## config.mk

```make
export PLATFORM = sky130hd
export DESIGN_NAME = pmb_wr_rx
export DESIGN_NICKNAME = d
export VERILOG_FILES = /design/src/rtl/pmb_rx_pkg.sv /design/src/rtl/pmb_rx_crc.sv /design/src/rtl/pmb_rx_cmdlen.sv /design/src/rtl/pmb_rx_fsm.sv /design/src/rtl/pmb_wr_rx.sv
export SDC_FILE = /design/constraint.sdc
export NUM_CORES = 1
export LEC_CHECK = 0
export ABC_CLOCK_PERIOD_IN_PS = 6900
export BUFFER_PORTS_ARGS = -buffer_cell sky130_fd_sc_hd__buf_2
export CORE_UTILIZATION = 50
export CTS_CLUSTER_SIZE = 12
export DETAILED_ROUTE_END_ITERATION = 16
export MAX_ROUTING_LAYER = met4
export PLACE_DENSITY = 0.74
export SLEW_MARGIN = 20
export SYNTH_ARGS = -nofsm -noshare
export SYNTH_HDL_FRONTEND = slang
export SYNTH_SLANG_ARGS = --single-unit
```

## constraint.sdc

```tcl
create_clock -name clk -period 6.9 [get_ports clk]
set_clock_uncertainty 0.15 [all_clocks]
set_input_delay 0.69 -clock clk [delete_from_list [all_inputs] [get_ports clk]]
set_output_delay 0.69 -clock clk [all_outputs]
set_load 0.005 [all_outputs]
```

## src/rtl/pmb_rx_pkg.sv

```systemverilog
package pmb_rx_pkg;

    localparam int BYTE_W   = 8;
    localparam int WORD_W   = 2 * BYTE_W;
    localparam int MAX_DATA = 2;
    localparam int MAX_BODY = 1 + MAX_DATA + 1;
    localparam int NB_W     = $clog2(MAX_BODY + 2);
    localparam int LEN_W    = $clog2(MAX_DATA + 1);

    typedef enum logic [2:0] {
        ST_IDLE,
        ST_ADDR,
        ST_BODY,
        ST_READ,
        ST_DROP
    } rx_state_t;

    typedef enum logic [2:0] {
        V_NONE,
        V_OK,
        V_OK_PEC,
        V_PEC_BAD,
        V_ERR
    } verdict_t;

    function automatic logic [BYTE_W-1:0] crc8_next(
        input logic [BYTE_W-1:0] cur,
        input logic [BYTE_W-1:0] din,
        input logic [BYTE_W-1:0] poly
    );
        logic [BYTE_W-1:0] r;
        r = cur ^ din;
        for (int i = 0; i < BYTE_W; i++) begin
            r = r[BYTE_W-1] ? ((r << 1) ^ poly) : (r << 1);
        end
        return r;
    endfunction

endpackage

```

## src/rtl/pmb_rx_crc.sv

```systemverilog
module pmb_rx_crc
    import pmb_rx_pkg::*;
#(
    parameter logic [BYTE_W-1:0] POLY = 8'h07
) (
    input  logic              clk,
    input  logic              rst_n,
    input  logic              clr,
    input  logic              en,
    input  logic [BYTE_W-1:0] din,
    output logic [BYTE_W-1:0] crc,
    output logic [BYTE_W-1:0] crc_prev
);

    always_ff @(posedge clk or negedge rst_n) begin
        if (!rst_n) begin
            crc      <= '0;
            crc_prev <= '0;
        end else if (clr) begin
            crc      <= '0;
            crc_prev <= '0;
        end else if (en) begin
            crc_prev <= crc;
            crc      <= crc8_next(crc, din, POLY);
        end
    end

    // a start always seeds the register with zero
    p_crc_seed_r2: assert property (@(posedge clk) disable iff (!rst_n)
        $past(clr) |-> (crc == '0));

    // without a counted byte the value stays put
    p_crc_hold_r2: assert property (@(posedge clk) disable iff (!rst_n)
        (!clr && !en) |=> $stable(crc));

endmodule

```

## src/rtl/pmb_rx_cmdlen.sv

```systemverilog
module pmb_rx_cmdlen
    import pmb_rx_pkg::*;
#(
    parameter logic [BYTE_W-1:0] LEN0_LO = 8'h03,
    parameter logic [BYTE_W-1:0] LEN0_HI = 8'h03,
    parameter logic [BYTE_W-1:0] LEN1_LO = 8'h00,
    parameter logic [BYTE_W-1:0] LEN1_HI = 8'h1F,
    parameter logic [BYTE_W-1:0] MFR_LO  = 8'hD0,
    parameter logic [BYTE_W-1:0] MFR_HI  = 8'hEF
) (
    input  logic [BYTE_W-1:0] cmd,
    output logic [LEN_W-1:0]  len,
    output logic              mfr
);

    logic in_zero;
    logic in_one;

    always_comb begin
        in_zero = (cmd >= LEN0_LO) && (cmd <= LEN0_HI);
        in_one  = (cmd >= LEN1_LO) && (cmd <= LEN1_HI);
        if (in_zero) begin
            len = LEN_W'(0);
        end else if (in_one) begin
            len = LEN_W'(1);
        end else begin
            len = LEN_W'(MAX_DATA);
        end
        mfr = (cmd >= MFR_LO) && (cmd <= MFR_HI);
    end

endmodule

```

## src/rtl/pmb_rx_fsm.sv

```systemverilog
module pmb_rx_fsm
    import pmb_rx_pkg::*;
(
    input  logic              clk,
    input  logic              rst_n,
    input  logic              i_start,
    input  logic              i_rstart,
    input  logic              i_stop,
    input  logic              i_byte_vld,
    input  logic [BYTE_W-1:0] i_byte,
    input  logic              i_midbyte,
    input  logic [LEN_W-1:0]  cmd_len,
    input  logic              cmd_mfr,
    input  logic [BYTE_W-1:0] crc_prev,
    output logic              crc_clr,
    output logic              crc_en,
    output logic [BYTE_W-1:0] cmd_q,
    output logic              o_vld,
    output logic [BYTE_W-1:0] o_cmd,
    output logic [WORD_W-1:0] o_data,
    output logic [LEN_W-1:0]  o_len,
    output logic              o_pec_used,
    output logic              o_mfr,
    output logic              o_pec_err,
    output logic              o_comm_err
);

    rx_state_t         st, st_n;
    verdict_t          verdict;
    logic [NB_W-1:0]   nb;
    logic [BYTE_W-1:0] d_lo, d_hi, last_q;
    logic              ev_start, ev_rs, ev_stop, ev_byte;
    logic [NB_W-1:0]   want, want_pec;
    logic [WORD_W-1:0] word;

    // strobe ranking: start > repeated start > stop > byte
    always_comb begin
        ev_start = i_start;
        ev_rs    = i_rstart && !i_start;
        ev_stop  = i_stop && !i_start && !i_rstart;
        ev_byte  = i_byte_vld && !i_start && !i_rstart && !i_stop;
        crc_clr  = ev_start;
        crc_en   = ev_byte && (st != ST_IDLE);
    end

    // next state
    always_comb begin
        st_n = st;
        if (ev_start) begin
            st_n = ST_ADDR;
        end else if (ev_stop) begin
            st_n = ST_IDLE;
        end else begin
            unique case (st)
                ST_IDLE: st_n = ST_IDLE;
                ST_ADDR: begin
                    if (ev_byte) begin
                        st_n = i_byte[0] ? ST_READ : ST_BODY;
                    end else if (ev_rs) begin
                        st_n = ST_DROP;
                    end
                end
                ST_BODY: begin
                    if (ev_byte && (nb == NB_W'(MAX_BODY))) begin
                        st_n = ST_DROP;
                    end else if (ev_rs) begin
                        st_n = (nb == NB_W'(1)) ? ST_READ : ST_DROP;
                    end
                end
                ST_READ: st_n = ST_READ;
                ST_DROP: st_n = ST_DROP;
                default: st_n = ST_IDLE;
            endcase
        end
    end

    // verdict at stop
    always_comb begin
        want     = NB_W'(cmd_len) + NB_W'(1);
        want_pec = NB_W'(cmd_len) + NB_W'(2);
        verdict  = V_NONE;
        if (ev_stop) begin
            unique case (st)
                ST_IDLE: verdict = V_NONE;
                ST_ADDR,
                ST_READ: verdict = i_midbyte ? V_ERR : V_NONE;
                ST_DROP: verdict = V_ERR;
                ST_BODY: begin
                    if (i_midbyte || (nb == '0)) begin
                        verdict = V_ERR;
                    end else if (nb == want) begin
                        verdict = V_OK;
                    end else if (nb == want_pec) begin
                        verdict = (crc_prev == last_q) ? V_OK_PEC : V_PEC_BAD;
                    end else begin
                        verdict = V_ERR;
                    end
                end
                default: verdict = V_ERR;
            endcase
        end
    end

    always_comb begin
        if (cmd_len == LEN_W'(0)) begin
            word = '0;
        end else if (cmd_len == LEN_W'(1)) begin
            word = {{BYTE_W{1'b0}}, d_lo};
        end else begin
            word = {d_hi, d_lo};
        end
    end

    // state register and frame storage
    always_ff @(posedge clk or negedge rst_n) begin
        if (!rst_n) begin
            st     <= ST_IDLE;
            nb     <= '0;
            cmd_q  <= '0;
            d_lo   <= '0;
            d_hi   <= '0;
            last_q <= '0;
        end else begin
            st <= st_n;
            if (ev_start) begin
                nb <= '0;
            end else if (ev_byte && (st == ST_BODY) && (nb != NB_W'(MAX_BODY))) begin
                nb     <= nb + NB_W'(1);
                last_q <= i_byte;
                unique case (nb)
                    NB_W'(0): cmd_q <= i_byte;
                    NB_W'(1): d_lo  <= i_byte;
                    NB_W'(2): d_hi  <= i_byte;
                    default:  ;
                endcase
            end
        end
    end

    // outputs
    always_ff @(posedge clk or negedge rst_n) begin
        if (!rst_n) begin
            o_vld      <= 1'b0;
            o_pec_err  <= 1'b0;
            o_comm_err <= 1'b0;
            o_cmd      <= '0;
            o_data     <= '0;
            o_len      <= '0;
            o_pec_used <= 1'b0;
            o_mfr      <= 1'b0;
        end else begin
            o_vld      <= (verdict == V_OK) || (verdict == V_OK_PEC);
            o_pec_err  <= (verdict == V_PEC_BAD);
            o_comm_err <= (verdict == V_ERR);
            if ((verdict == V_OK) || (verdict == V_OK_PEC)) begin
                o_cmd      <= cmd_q;
                o_data     <= word;
                o_len      <= cmd_len;
                o_pec_used <= (verdict == V_OK_PEC);
                o_mfr      <= cmd_mfr;
            end
        end
    end

    // events never overlap
    p_one_event_r12: assert property (@(posedge clk) disable iff (!rst_n)
        $onehot0({o_vld, o_pec_err, o_comm_err}));

    // an accepted write is a single-cycle pulse
    p_vld_pulse_r12: assert property (@(posedge clk) disable iff (!rst_n)
        o_vld |=> !o_vld);

    // acceptance only follows a stop strobe
    p_vld_after_stop_r4: assert property (@(posedge clk) disable iff (!rst_n)
        o_vld |-> $past(i_stop));

    // checksum error only follows a stop strobe
    p_pec_after_stop_r5: assert property (@(posedge clk) disable iff (!rst_n)
        o_pec_err |-> $past(i_stop));

    // the body counter never passes its bound
    p_nb_bound_r6: assert property (@(posedge clk) disable iff (!rst_n)
        nb <= NB_W'(MAX_BODY));

    // a read phase ends silently when the byte was complete
    p_read_silent_r8: assert property (@(posedge clk) disable iff (!rst_n)
        (st == ST_READ && ev_stop && !i_midbyte) |=> (!o_vld && !o_pec_err && !o_comm_err));

endmodule

```

## src/rtl/pmb_wr_rx.sv

```systemverilog
module pmb_wr_rx
    import pmb_rx_pkg::*;
#(
    parameter logic [7:0] POLY    = 8'h07,
    parameter logic [7:0] LEN0_LO = 8'h03,
    parameter logic [7:0] LEN0_HI = 8'h03,
    parameter logic [7:0] LEN1_LO = 8'h00,
    parameter logic [7:0] LEN1_HI = 8'h1F,
    parameter logic [7:0] MFR_LO  = 8'hD0,
    parameter logic [7:0] MFR_HI  = 8'hEF
) (
    input  logic        clk,
    input  logic        rst_n,
    input  logic        i_start,
    input  logic        i_rstart,
    input  logic        i_stop,
    input  logic        i_byte_vld,
    input  logic [7:0]  i_byte,
    input  logic        i_midbyte,
    output logic        o_vld,
    output logic [7:0]  o_cmd,
    output logic [15:0] o_data,
    output logic [1:0]  o_len,
    output logic        o_pec_used,
    output logic        o_mfr,
    output logic        o_pec_err,
    output logic        o_comm_err,
    output logic [7:0]  o_crc
);

    logic              crc_clr, crc_en;
    logic [BYTE_W-1:0] crc_prev, cmd_q;
    logic [LEN_W-1:0]  cmd_len;
    logic              cmd_mfr;

    pmb_rx_crc #(.POLY(POLY)) u_crc (
        .clk      (clk),
        .rst_n    (rst_n),
        .clr      (crc_clr),
        .en       (crc_en),
        .din      (i_byte),
        .crc      (o_crc),
        .crc_prev (crc_prev)
    );

    pmb_rx_cmdlen #(
        .LEN0_LO (LEN0_LO),
        .LEN0_HI (LEN0_HI),
        .LEN1_LO (LEN1_LO),
        .LEN1_HI (LEN1_HI),
        .MFR_LO  (MFR_LO),
        .MFR_HI  (MFR_HI)
    ) u_len (
        .cmd (cmd_q),
        .len (cmd_len),
        .mfr (cmd_mfr)
    );

    pmb_rx_fsm u_fsm (
        .clk        (clk),
        .rst_n      (rst_n),
        .i_start    (i_start),
        .i_rstart   (i_rstart),
        .i_stop     (i_stop),
        .i_byte_vld (i_byte_vld),
        .i_byte     (i_byte),
        .i_midbyte  (i_midbyte),
        .cmd_len    (cmd_len),
        .cmd_mfr    (cmd_mfr),
        .crc_prev   (crc_prev),
        .crc_clr    (crc_clr),
        .crc_en     (crc_en),
        .cmd_q      (cmd_q),
        .o_vld      (o_vld),
        .o_cmd      (o_cmd),
        .o_data     (o_data),
        .o_len      (o_len),
        .o_pec_used (o_pec_used),
        .o_mfr      (o_mfr),
        .o_pec_err  (o_pec_err),
        .o_comm_err (o_comm_err)
    );

    // manufacturer tag agrees with the delivered command code
    p_mfr_tag_r10: assert property (@(posedge clk) disable iff (!rst_n)
        o_vld |-> (o_mfr == ((o_cmd >= MFR_LO) && (o_cmd <= MFR_HI))));

    // the reported length is one of the legal ones
    p_len_legal_r4: assert property (@(posedge clk) disable iff (!rst_n)
        o_vld |-> (o_len <= 2'd2));

endmodule

```

==> metrics.yaml, run 1 <==
route:
  drc: 0
  ant_nets: 0
  drt_first_pass_iters: 4
  via_count: 2725
  wl_per_cell_um: 15.7
  drt_wl_total_um: 8110
  drt_iter0_markers: 127
  via_per_inst: 5.29
critical_path:
  cp-start-kind: "register"
  cpLargestDelayFamily: "buffers and inverters"
  reg2reg_from: "u_fsm.cmd_q[7]"
  cp-startpoint: "u_fsm.cmd_q[7]"
  worst_path_max_delay_cell: "dfrtp_1"
  cp_max_fo: 27
  critPathArrivalTime_ns: 3.32
  cp-end-kind: "register"
  max_stage_delay_ns: 0.43
  critical_path_buf_inv_count: 3
  worstPathRequired_ns: 6.99
  path_cells: "nor3_2 > inv_2 > a21oi_1 > inv_1 > ha_1 > xor2_1 > nor2_1 > o211ai_2 > a21bo_1 > buf_4 > mux2_2"
  path_class: "reg2reg"
logic_synthesis:
  synth_edf_count: 0
  yosysTopAreaCell: "dfrtp_1"
  async_flop_share_pct: 100
  ys_warn_count: 0
  syn_inst: 354
  synth_ff_type: "dfrtp_1"
  ys_seq_elements: 85
  yosysTopAreaCellShare_pct: 50.6
  synth_common_cells: "dfrtp_1, mux2_2, nand2_1, xnor2_1, o21ai_0"
  ys_types: 50
  syn_area_per_cell_um2: 11.9
  synth.most_common_cell: "dfrtp_1"
  synth_nets: 375
  synth_area_leaders: "dfrtp_1, mux2_2, xnor2_1, mux2_4, mux2i_1"
  synth.cell_area_mm2: 0.00420
  seq_area_frac_synth_pct: 50.6
sta:
  drv_slew: 0
  hold_viol_final: 0
  layout_min_cycle_time_ns: 3.23
  fmax_ghz: 0.309
  rsz0062_at_grt: "no"
  post-route-period-util_pct: 46.9
  fin_tns_setup_ns: 0
  setup_viol: 0
  tightest_slew_ns: 0.757
  slew-limit-headroom_pct: 49.5
  worst_hold_slack_ns: 0.223
finish:
  area_growth_pct: 12.7
  antenna_cells: 0
  fin_nets: 427
  fillers: 707
  drive_above_1_share_pct: 33.2
place:
  port_buffers: 53
  gp_congestion: 0.865
  hpwl_um: 5620
clock_network:
  clock-sinks: 85
  clkTransAtPathRegs_ns: 0.08
  cts_root_buffer: "clkbuf_8"
  clockBufferDepth: 2
  cts_hold_buf: 0
  cts_tree: "done"
  clk_latency_ns: 0.35
  htree_levels: 3
  ctsResizeCount: 0
  cts_setup_buffers: 0
  cts-buffers-inserted: 9
floorplan:
  placementRows: 33
  core_region_area_mm2: 0.00818
  start_util_pct: 51.4
  die_area_mm2: 0.00877
  die_w_um: 93.7
  die_h_um: 93.7
  ioPinCount: 54
global_route:
  grt_pass1_vias: 2637
  gr-total-overflow: 0
  grt.met2_usage_pct: 32.2
  grt_first_pass_wirelength_um: 13300
  grt-busiest-layer: "met2"
  grt.met3_usage_pct: 3.40
  track_usage_pct: 21.0
  use_met1_pct: 28.3
  antenna_found_initial: 0
  grt_max_degree: 86
hold_path:
  hold_class: "in2async"
power:
  p_leak_nw: 2.33
  vdd.ir_drop.worst_mv: 0.128
  power.density_mw_per_mm2: 211
job:
  cap_violations: 0
outcome:
  outcome: "finished clean"
## report_power, final
part           internal [mW]  switching [mW]  total (mW)
clock network          0.211           0.170       0.382
registers              0.506          0.0119       0.518
logic                 0.0440          0.0569       0.101
## layout make-up
class	instances	area, µm²	share of cell area (%)
Sequential cell	85	2130	44.9
Multi-Input combinational cell	240	1920	40.6
Timing Repair Buffer	55	287	6.05
Clock buffer	11	141	2.99
Tap cell	105	131	2.77
Clock inverter	4	72.6	1.53
Inverter	15	56.3	1.19
## worst reg2reg max path, stage by stage (launching register included)
cell and delay, ns:
dfrtp_1 0.43, nor3_2 0.31, inv_2 0.13, a21oi_1 0.28
inv_1 0.08, ha_1 0.31, xor2_1 0.15, nor2_1 0.20
o211ai_2 0.13, a21bo_1 0.18, buf_4 0.39, mux2_2 0.40
## placed cells by master, fill, tap and decap left out, drive strengths merged, types with 2 or more instances in the layout
cell     n
nor3     5
nor2b    3
ha       6
xnor2   24
o21ai   18
and2b    9
nand2b  16
dfrtp   85
a211oi   3
nor3b    2
nor4b    2
buf     55
mux2    51
nand2   27
nand4    4
inv     15
and2     2
nand3b   4
a21oi    7
nor2    14
nand3    5
clkbuf  11
xor2     9
bufinv   2
mux2i   12
a22o     2
and3     3
## path summary, 6_finish.rpt
kind | depth (start not counted) | slack, ns | to
max | 11 | 3.67 | u_fsm.o_mfr
min | 1 | 0.22 | u_fsm.o_pec_err
max reg2reg | 11 | 3.67 | u_fsm.o_mfr
min reg2reg | 1 | 0.36 | u_fsm.d_lo[7]
max in group asynchronous | 1 | 5.85 | u_fsm.last_q[7]
min in group clk | 1 | 0.36 | u_fsm.d_lo[7]
## sequential cells by signal, summed over array words and instances, names as in the netlist, 2 cells and up
signal	count
u_fsm.o_cmd	8
u_fsm.last_q	8
u_fsm.o_data	16
u_fsm.d_lo	8
u_crc.crc_prev	8
u_fsm.o_len	2
u_crc.crc	8
u_fsm.nb	3
u_fsm.d_hi	8
u_fsm.st	3
u_fsm.cmd_q	8
## kinds of logic (layout without fill, tap and decap cells)
group | count (synthesis) | count (layout) | synth area share, %
and+or+nand+nor | 100 | 100 | 13.6
buffers and inverters | 29 | 85 | 3.66
muxes | 63 | 63 | 17.6
adders and majority gates | 6 | 6 | 1.79
xor gates and xnor gates | 33 | 33 | 6.88
DFF | 85 | 85 | 50.6
AOI/OAI and AO/OA | 38 | 38 | 5.84
## metrics by stage
stage / power (mW) / worst slack (ns) / cell area (µm²) / utilization, % / cells
4_1_cts: 1.01 / 3.66 / 4730 / 57.9 / 515
5_1_grt: 1.04 / 3.46 / 4740 / 57.9 / 515
6_report: 1.00 / 3.67 / 4740 / 57.9 / 515
3_3_place_gp: 0.628 / 3.86 / 4520 / 55.3 / 500
2_1_floorplan: 0.592 / 4.17 / 4200 / - / 354
3_5_place_dp: 0.630 / 3.72 / 4520 / 55.3 / 500
## layer usage
| metal | vias to the layer above | wire length (µm) |
|---|---|---|
| met5 | - | 0 |
| met4 | 0 | 121 |
| met3 | 9 | 223 |
| met2 | 43 | 3880 |
| met1 | 1358 | 3880 |
| li1 | 1315 | - |
(Power assumes the default switching activity.)
==> run 2: changes to the inputs <==
--- a/config.mk
+++ b/config.mk
@@ -5,7 +5,7 @@
 export SDC_FILE = /design/constraint.sdc
 export NUM_CORES = 1
 export LEC_CHECK = 0
-export ABC_CLOCK_PERIOD_IN_PS = 6900
+export ABC_CLOCK_PERIOD_IN_PS = 3000
 export BUFFER_PORTS_ARGS = -buffer_cell sky130_fd_sc_hd__buf_2
 export CORE_UTILIZATION = 50
 export CTS_CLUSTER_SIZE = 12
==> constraint.sdc (replaced) <==
create_clock -name clk -period 3 [get_ports clk]
set_clock_uncertainty 0.15 [all_clocks]
set_input_delay 0.3 -clock clk [delete_from_list [all_inputs] [get_ports clk]]
set_output_delay 0.3 -clock clk [all_outputs]
set_load 0.005 [all_outputs]
==> run 2 against run 1 <==
Die area did not move; via count increased by 0.66%; fmax increased by 17%; combinational power increased by 140%; sequential share of layout area fell by 0.92 points; critical path depth did not move; first-iteration DRC count increased by 50%; sequential cell count stayed put; critical endpoint is now u_fsm.o_cmd[3]; largest cell class unchanged.
==> metrics.yaml, run 2 (synthesis results as in run 1) <==
outcome:
  outcome: "finished clean"
finish:
  fin_nets: 436  # +2.1%
  top_register: "u_fsm.o_data"
  antenna_cells: 0  # unchanged
  layout_commonest_cell: "dfrtp_1"
  mostFrequentLayoutCells: "dfrtp_1, buf_2, mux2_2"
  largest_reg_flops: 16  # unchanged
  drive_above_1_share_pct: 35.0  # +1.8 points
  area_growth_pct: 15.1
  fillers: 690  # -2.4%
critical_path:
  critPathArrivalTime_ns: 2.85  # -0.47 ns
  cp_max_fo: 14  # -48%
  path_class: "reg2reg"
  cp-start-kind: "register"
  worstPathRequired_ns: 3.09  # -3.90 ns
  cp-end-kind: "register"
  reg2reg_slack_ns: 0.24  # -3.43 ns
power:
  p_switching_mw: 0.561  # +130%
  p_leak_nw: 2.37  # +1.8%
  p_sw_share_pct: 25.0  # +1.2 points
  power.density_mw_per_mm2: 463  # +120%
  p_seq_share_pct: 53.3  # +1.5 points
  comb_power_share_pct: 10.7  # +0.6 points
  clkPwrFrac_pct: 36.0  # -2.1 points
  vdd.ir_drop.worst_mv: 0.296  # +130%
  p_int_mw: 1.68  # +120%
place:
  port_buffers: 53  # unchanged
  hpwl_um: 5590  # -0.63%
  gp_congestion: 0.781  # -9.8%
global_route:
  grt.met2_usage_pct: 32.2  # unchanged
  antenna_found_initial: 0  # unchanged
  grt-busiest-layer: "met2"
  use_met1_pct: 29.6  # +1.3 points
  gr-total-overflow: 0  # unchanged
  grt_first_pass_wirelength_um: 13700  # +2.7%
  track_usage_pct: 21.5  # +0.42 points
  grt_max_degree: 86  # unchanged
  grt_pass1_vias: 2687  # +1.9%
  grt.met3_usage_pct: 4.13  # +0.73 points
floorplan:
  die_w_um: 93.7  # unchanged
  die_h_um: 93.7  # unchanged
  start_util_pct: 51.4  # unchanged
  placementRows: 33  # unchanged
  ioPinCount: 54  # unchanged
  core_region_area_mm2: 0.00818  # unchanged
  die_area_mm2: 0.00877  # unchanged
sta:
  worst_hold_slack_ns: 0.119  # -0.104 ns
  fin_tns_setup_ns: 0  # unchanged
  layout_min_cycle_time_ns: 2.76  # -0.469 ns
  hold_viol_final: 0  # unchanged
  setup_viol: 0  # unchanged
  drv_slew: 0  # unchanged
  slew-limit-headroom_pct: 48.1  # -1.4 points
  post-route-period-util_pct: 92.1  # +45 points
  fmax_ghz: 0.362  # +17%
  rsz0062_at_grt: "no"
  tightest_slew_ns: 0.779  # +0.0217 ns
clock_network:
  htree_levels: 3  # unchanged
  clk_latency_ns: 0.35  # about the same
  cts_tree: "done"
  cts_root_buffer: "clkbuf_8"
  clock-sinks: 85  # unchanged
  cts-buffers-inserted: 9  # unchanged
  clkTransAtPathRegs_ns: 0.08  # about the same
  clockBufferDepth: 2  # unchanged
job:
  cap_violations: 0  # unchanged
route:
  drt_iter0_markers: 190  # +50%
  ant_nets: 0  # unchanged
  drt_first_pass_iters: 4  # unchanged
  via_per_inst: 5.22  # -1.3%
  drc: 0  # unchanged
  via_count: 2743  # +0.66%
  drt_wl_total_um: 8190  # +0.97%
  wl_per_cell_um: 15.6  # -0.95%
hold_path:
  hold_class: "in2reg"
run 2: cell count changes in the layout (fill, tap and decap cells not counted), sizes merged:
cell,delta
buf,+7
clkinv,+2
bufinv,-1
clkbuf,+1
dlygate4sd3,+1
run 2: critical path: stages (launching register included):
cell and delay [ns]:
dfrtp_2 0.45, nor3_4 0.24, inv_2 0.11, a21oi_1 0.17, inv_1 0.06, ha_1 0.30, xor2_1 0.15, nor2_1 0.16
o211ai_2 0.12, a21bo_4 0.24, buf_12 0.16, mux2_2 0.34
run 2: layer usage:
metal,up-vias,share of wire (%)
met1,1345,49
li1,1335,-
met4,0,1.3
met3,11,2.8
met5,-,0
met2,52,47
run 2: path summary, 6_finish.rpt:
check / depth (start not counted) / from / end
min in group asynchronous: 2 / rst_n / u_fsm.o_pec_err
max in group asynchronous: 2 / rst_n / u_fsm.cmd_q[5]
min: 3 / i_midbyte / u_fsm.o_comm_err
max: 11 / u_fsm.cmd_q[5] / u_fsm.o_cmd[3]
max reg2reg: 11 / u_fsm.cmd_q[5] / u_fsm.o_cmd[3]
min reg2reg: 1 / u_fsm.d_lo[2] / u_fsm.d_lo[2]
run 2: per-stage QoR:
step           std cells  worst slack [ns]  power (mW)  instance area, µm²  util (%)
2_1_floorplan        354             0.267        1.36                4200         -
3_3_place_gp         505             0.225        1.45                4570      55.9
3_5_place_dp         505             0.165        1.45                4570      55.9
4_1_cts              521             0.138        2.27                4770      58.3
5_1_grt              525            0.0160        2.36                4840      59.2
6_report             525             0.237        2.24                4840      59.2
run 2: power by group through the flow:
stage | Clock [mW] | Combinational, mW | Sequential, mW
2_1_floorplan | 0 | 0.156 | 1.21
3_3_place_gp | 0 | 0.233 | 1.21
3_5_place_dp | 0 | 0.238 | 1.22
4_1_cts | 0.833 | 0.240 | 1.19
5_1_grt | 0.887 | 0.270 | 1.20
6_report | 0.807 | 0.240 | 1.19
run 2: timing repair:
item | 4_1_cts | 5_1_grt
hold buffers | 0 | 1
setup endpoints to repair | 0 | 19
hold endpoints to repair | 0 | 85
buffers inserted | 0 | 2
gates resized for setup | 0 | 4
run 2: cell type report:
class | count | area, µm² | area share, %
Sequential cell | 85 | 2130 | 44.0
Multi-Input combinational cell | 240 | 1930 | 40.0
Timing Repair Buffer | 64 | 387 | 7.99
Clock buffer | 11 | 141 | 2.92
Tap cell | 105 | 131 | 2.72
Clock inverter | 5 | 60.1 | 1.24
Inverter | 15 | 56.3 | 1.16
==> run 3: changes to the inputs <==
--- a/config.mk
+++ b/config.mk
@@ -12,6 +12,7 @@
 export DETAILED_ROUTE_END_ITERATION = 16
 export MAX_ROUTING_LAYER = met4
 export PLACE_DENSITY = 0.74
+export RECOVER_POWER = 25
 export SLEW_MARGIN = 20
 export SYNTH_ARGS = -nofsm -noshare
 export SYNTH_HDL_FRONTEND = slang
==> run 3 against run 2 <==
The flow now finishes with violations (max-capacitance violations, max-slew violations); register-to-register slack about the same; clock power is essentially flat; die area did not move; combinational power is essentially flat; global-route usage unchanged; sequential cell count is the same; setup slack lost 0.0021 ns; fmax is essentially flat; sequential power is essentially flat; count of clock-buffer cells in the layout stayed put; core utilization is 0.24 points lower; via count is 0.87% higher; critical endpoint unchanged; largest cell class unchanged; largest power group unchanged.
==> metrics.yaml, run 3 (synthesis results as in run 1) <==
outcome:
  outcome: "complete, but fails checks"
  violations: "max-capacitance violations, max-slew violations"
route:
  drc: 0  # unchanged
  drt_iter0_markers: 156  # -18%
  ant_nets: 0  # unchanged
  wl_per_cell_um: 15.7  # +0.38%
  drt_first_pass_iters: 4  # unchanged
  via_count: 2767  # +0.87%
  via_per_inst: 5.27  # +0.87%
  drt_wl_total_um: 8220  # +0.38%
clock_network:
  cts-buffers-inserted: 9  # unchanged
  htree_levels: 3  # unchanged
  clk_latency_ns: 0.35  # about the same
  cts_tree: "done"
  clockBufferDepth: 2  # unchanged
  cts_root_buffer: "clkbuf_8"
  clkTransAtPathRegs_ns: 0.08  # about the same
  clock-sinks: 85  # unchanged
critical_path:
  cp-start-kind: "register"
  path_class: "reg2reg"
  critPathArrivalTime_ns: 2.85  # about the same
  reg2reg_slack_ns: 0.23  # about the same
  cp_max_fo: 14  # unchanged
  rr_worst_depth: 11  # unchanged
  r2r_end: "u_fsm.o_cmd[3]"
  cp-startpoint: "u_fsm.cmd_q[5]"
  reg2reg_from: "u_fsm.cmd_q[5]"
  endpoint: "u_fsm.o_cmd[3]"
  worstPathRequired_ns: 3.09  # about the same
  cp-end-kind: "register"
sta:
  setup_viol: 0  # unchanged
  rsz0062_at_grt: "no"
  fmax_ghz: 0.362  # about the same
  slew-limit-headroom_pct: -24.1  # -72 points
  post-route-period-util_pct: 92.2  # about the same
  fin_tns_setup_ns: 0  # unchanged
  layout_min_cycle_time_ns: 2.77  # +0.00214 ns
  setup_ws_ns: 0.234  # -0.00214 ns
  hold_viol_final: 0  # unchanged
  drv_slew: 86  # +86
  tightest_slew_ns: 1.86  # +1.08 ns
power:
  p_sw_share_pct: 25.1  # about the same
  p_leak_nw: 2.32  # -2.0%
  p_switching_mw: 0.562  # about the same
  vdd.ir_drop.worst_mv: 0.297  # +0.34%
  comb_power_share_pct: 10.7  # about the same
  power.density_mw_per_mm2: 465  # +0.40%
  clkPwrFrac_pct: 36.1  # about the same
  p_int_mw: 1.68  # about the same
  p_seq_share_pct: 53.3  # about the same
hold_path:
  hold_class: "in2reg"
  hold_start: "i_start"
place:
  dp_slack_ns: 0.165  # unchanged
  port_buffers: 53  # unchanged
  hpwl_um: 5590  # unchanged
  gp_congestion: 0.781  # unchanged
  placed_area_mm2: 0.00457  # unchanged
finish:
  layout_commonest_cell: "dfrtp_1"
  area_growth_pct: 14.7
  antenna_cells: 0  # unchanged
  design_area_mm2: 0.00482  # -0.41%
  mostFrequentLayoutCells: "dfrtp_1, buf_2, mux2_2"
  drive_above_1_share_pct: 32.4  # -2.6 points
  largest_reg_flops: 16  # unchanged
  top_register: "u_fsm.o_data"
  fin_nets: 436  # unchanged
global_route:
  antenna_found_initial: 0  # unchanged
  gr-total-overflow: 0  # unchanged
  grt_first_pass_wirelength_um: 13700  # unchanged
  grt_max_degree: 86  # unchanged
  track_usage_pct: 21.5  # unchanged
  grt_pass1_vias: 2687  # unchanged
floorplan:
  placementRows: 33  # unchanged
  die_w_um: 93.7  # unchanged
  die_area_mm2: 0.00877  # unchanged
  core_region_area_mm2: 0.00818  # unchanged
  ioPinCount: 54  # unchanged
  start_util_pct: 51.4  # unchanged
  die_h_um: 93.7  # unchanged
job:
  cap_violations: 1  # +1
==> run 3: power by group through the flow <==
stage / sequential (mW) / clock [mW] / combinational [mW]
2_1_floorplan: 1.21 / 0 / 0.156
5_1_grt: 1.20 / 0.887 / 0.269
3_3_place_gp: 1.21 / 0 / 0.233
6_report: 1.19 / 0.808 / 0.239
4_1_cts: 1.19 / 0.833 / 0.240
3_5_place_dp: 1.22 / 0 / 0.238
==> run 3: worst min-delay path by stage <==
stage / end / slack, ns / cells after the start
after floorplan: u_crc.crc[0] / -0.15 / 0
after global placement: u_fsm.d_lo[1] / 0.33 / 1
after detailed placement: u_fsm.d_lo[2] / 0.34 / 1
after CTS: u_fsm.o_data[1] / 0.03 / 1
after global routing: u_fsm.nb[2] / 0.12 / 2
final: u_fsm.nb[2] / 0.12 / 2
==> run 3: repair_timing <==
action	4_1_cts	5_1_grt
gates resized for setup	0	4
endpoints found under the setup margin	0	19
hold buffers	0	1
setup buffers	0	2
endpoints found under the hold margin	0	85
==> run 3: layout make-up <==
type,instances,area (µm²)
fill,699,3360
sequential,85,2130
multi-input combinational,240,1930
timing repair buffer,64,367
clock buffer,11,141
tap,105,131
clock inverter,5,60.1
inverter,15,56.3
==> run 3: routing by layer <==
layer	GRT usage [%]	vias up	routed length (µm)
met5	-	-	0
met4	6.92	0	110
met3	4.13	11	261
met2	32.2	54	3940
met1	29.6	1366	3910
li1	-	1336	-
==> run 3: critical path, stage by stage, from the launching register on <==
cell	delay, ns
dfrtp_2	0.45
nor3_4	0.24
inv_2	0.11
a21oi_1	0.17
inv_1	0.06
ha_1	0.30
xor2_1	0.15
nor2_1	0.16
o211ai_2	0.12
a21bo_4	0.24
buf_12	0.16
mux2_2	0.34
==> run 3: through the flow <==
step	hold slack (ns)	util, %	total power, mW	std cells
after global placement	0.331	55.9	1.45	505
after CTS	0.0287	58.3	2.27	521
final	0.117	58.9	2.24	525
after global routing	0.115	58.9	2.35	525
after floorplan	-0.146	-	1.36	354
after detailed placement	0.339	55.9	1.45	505
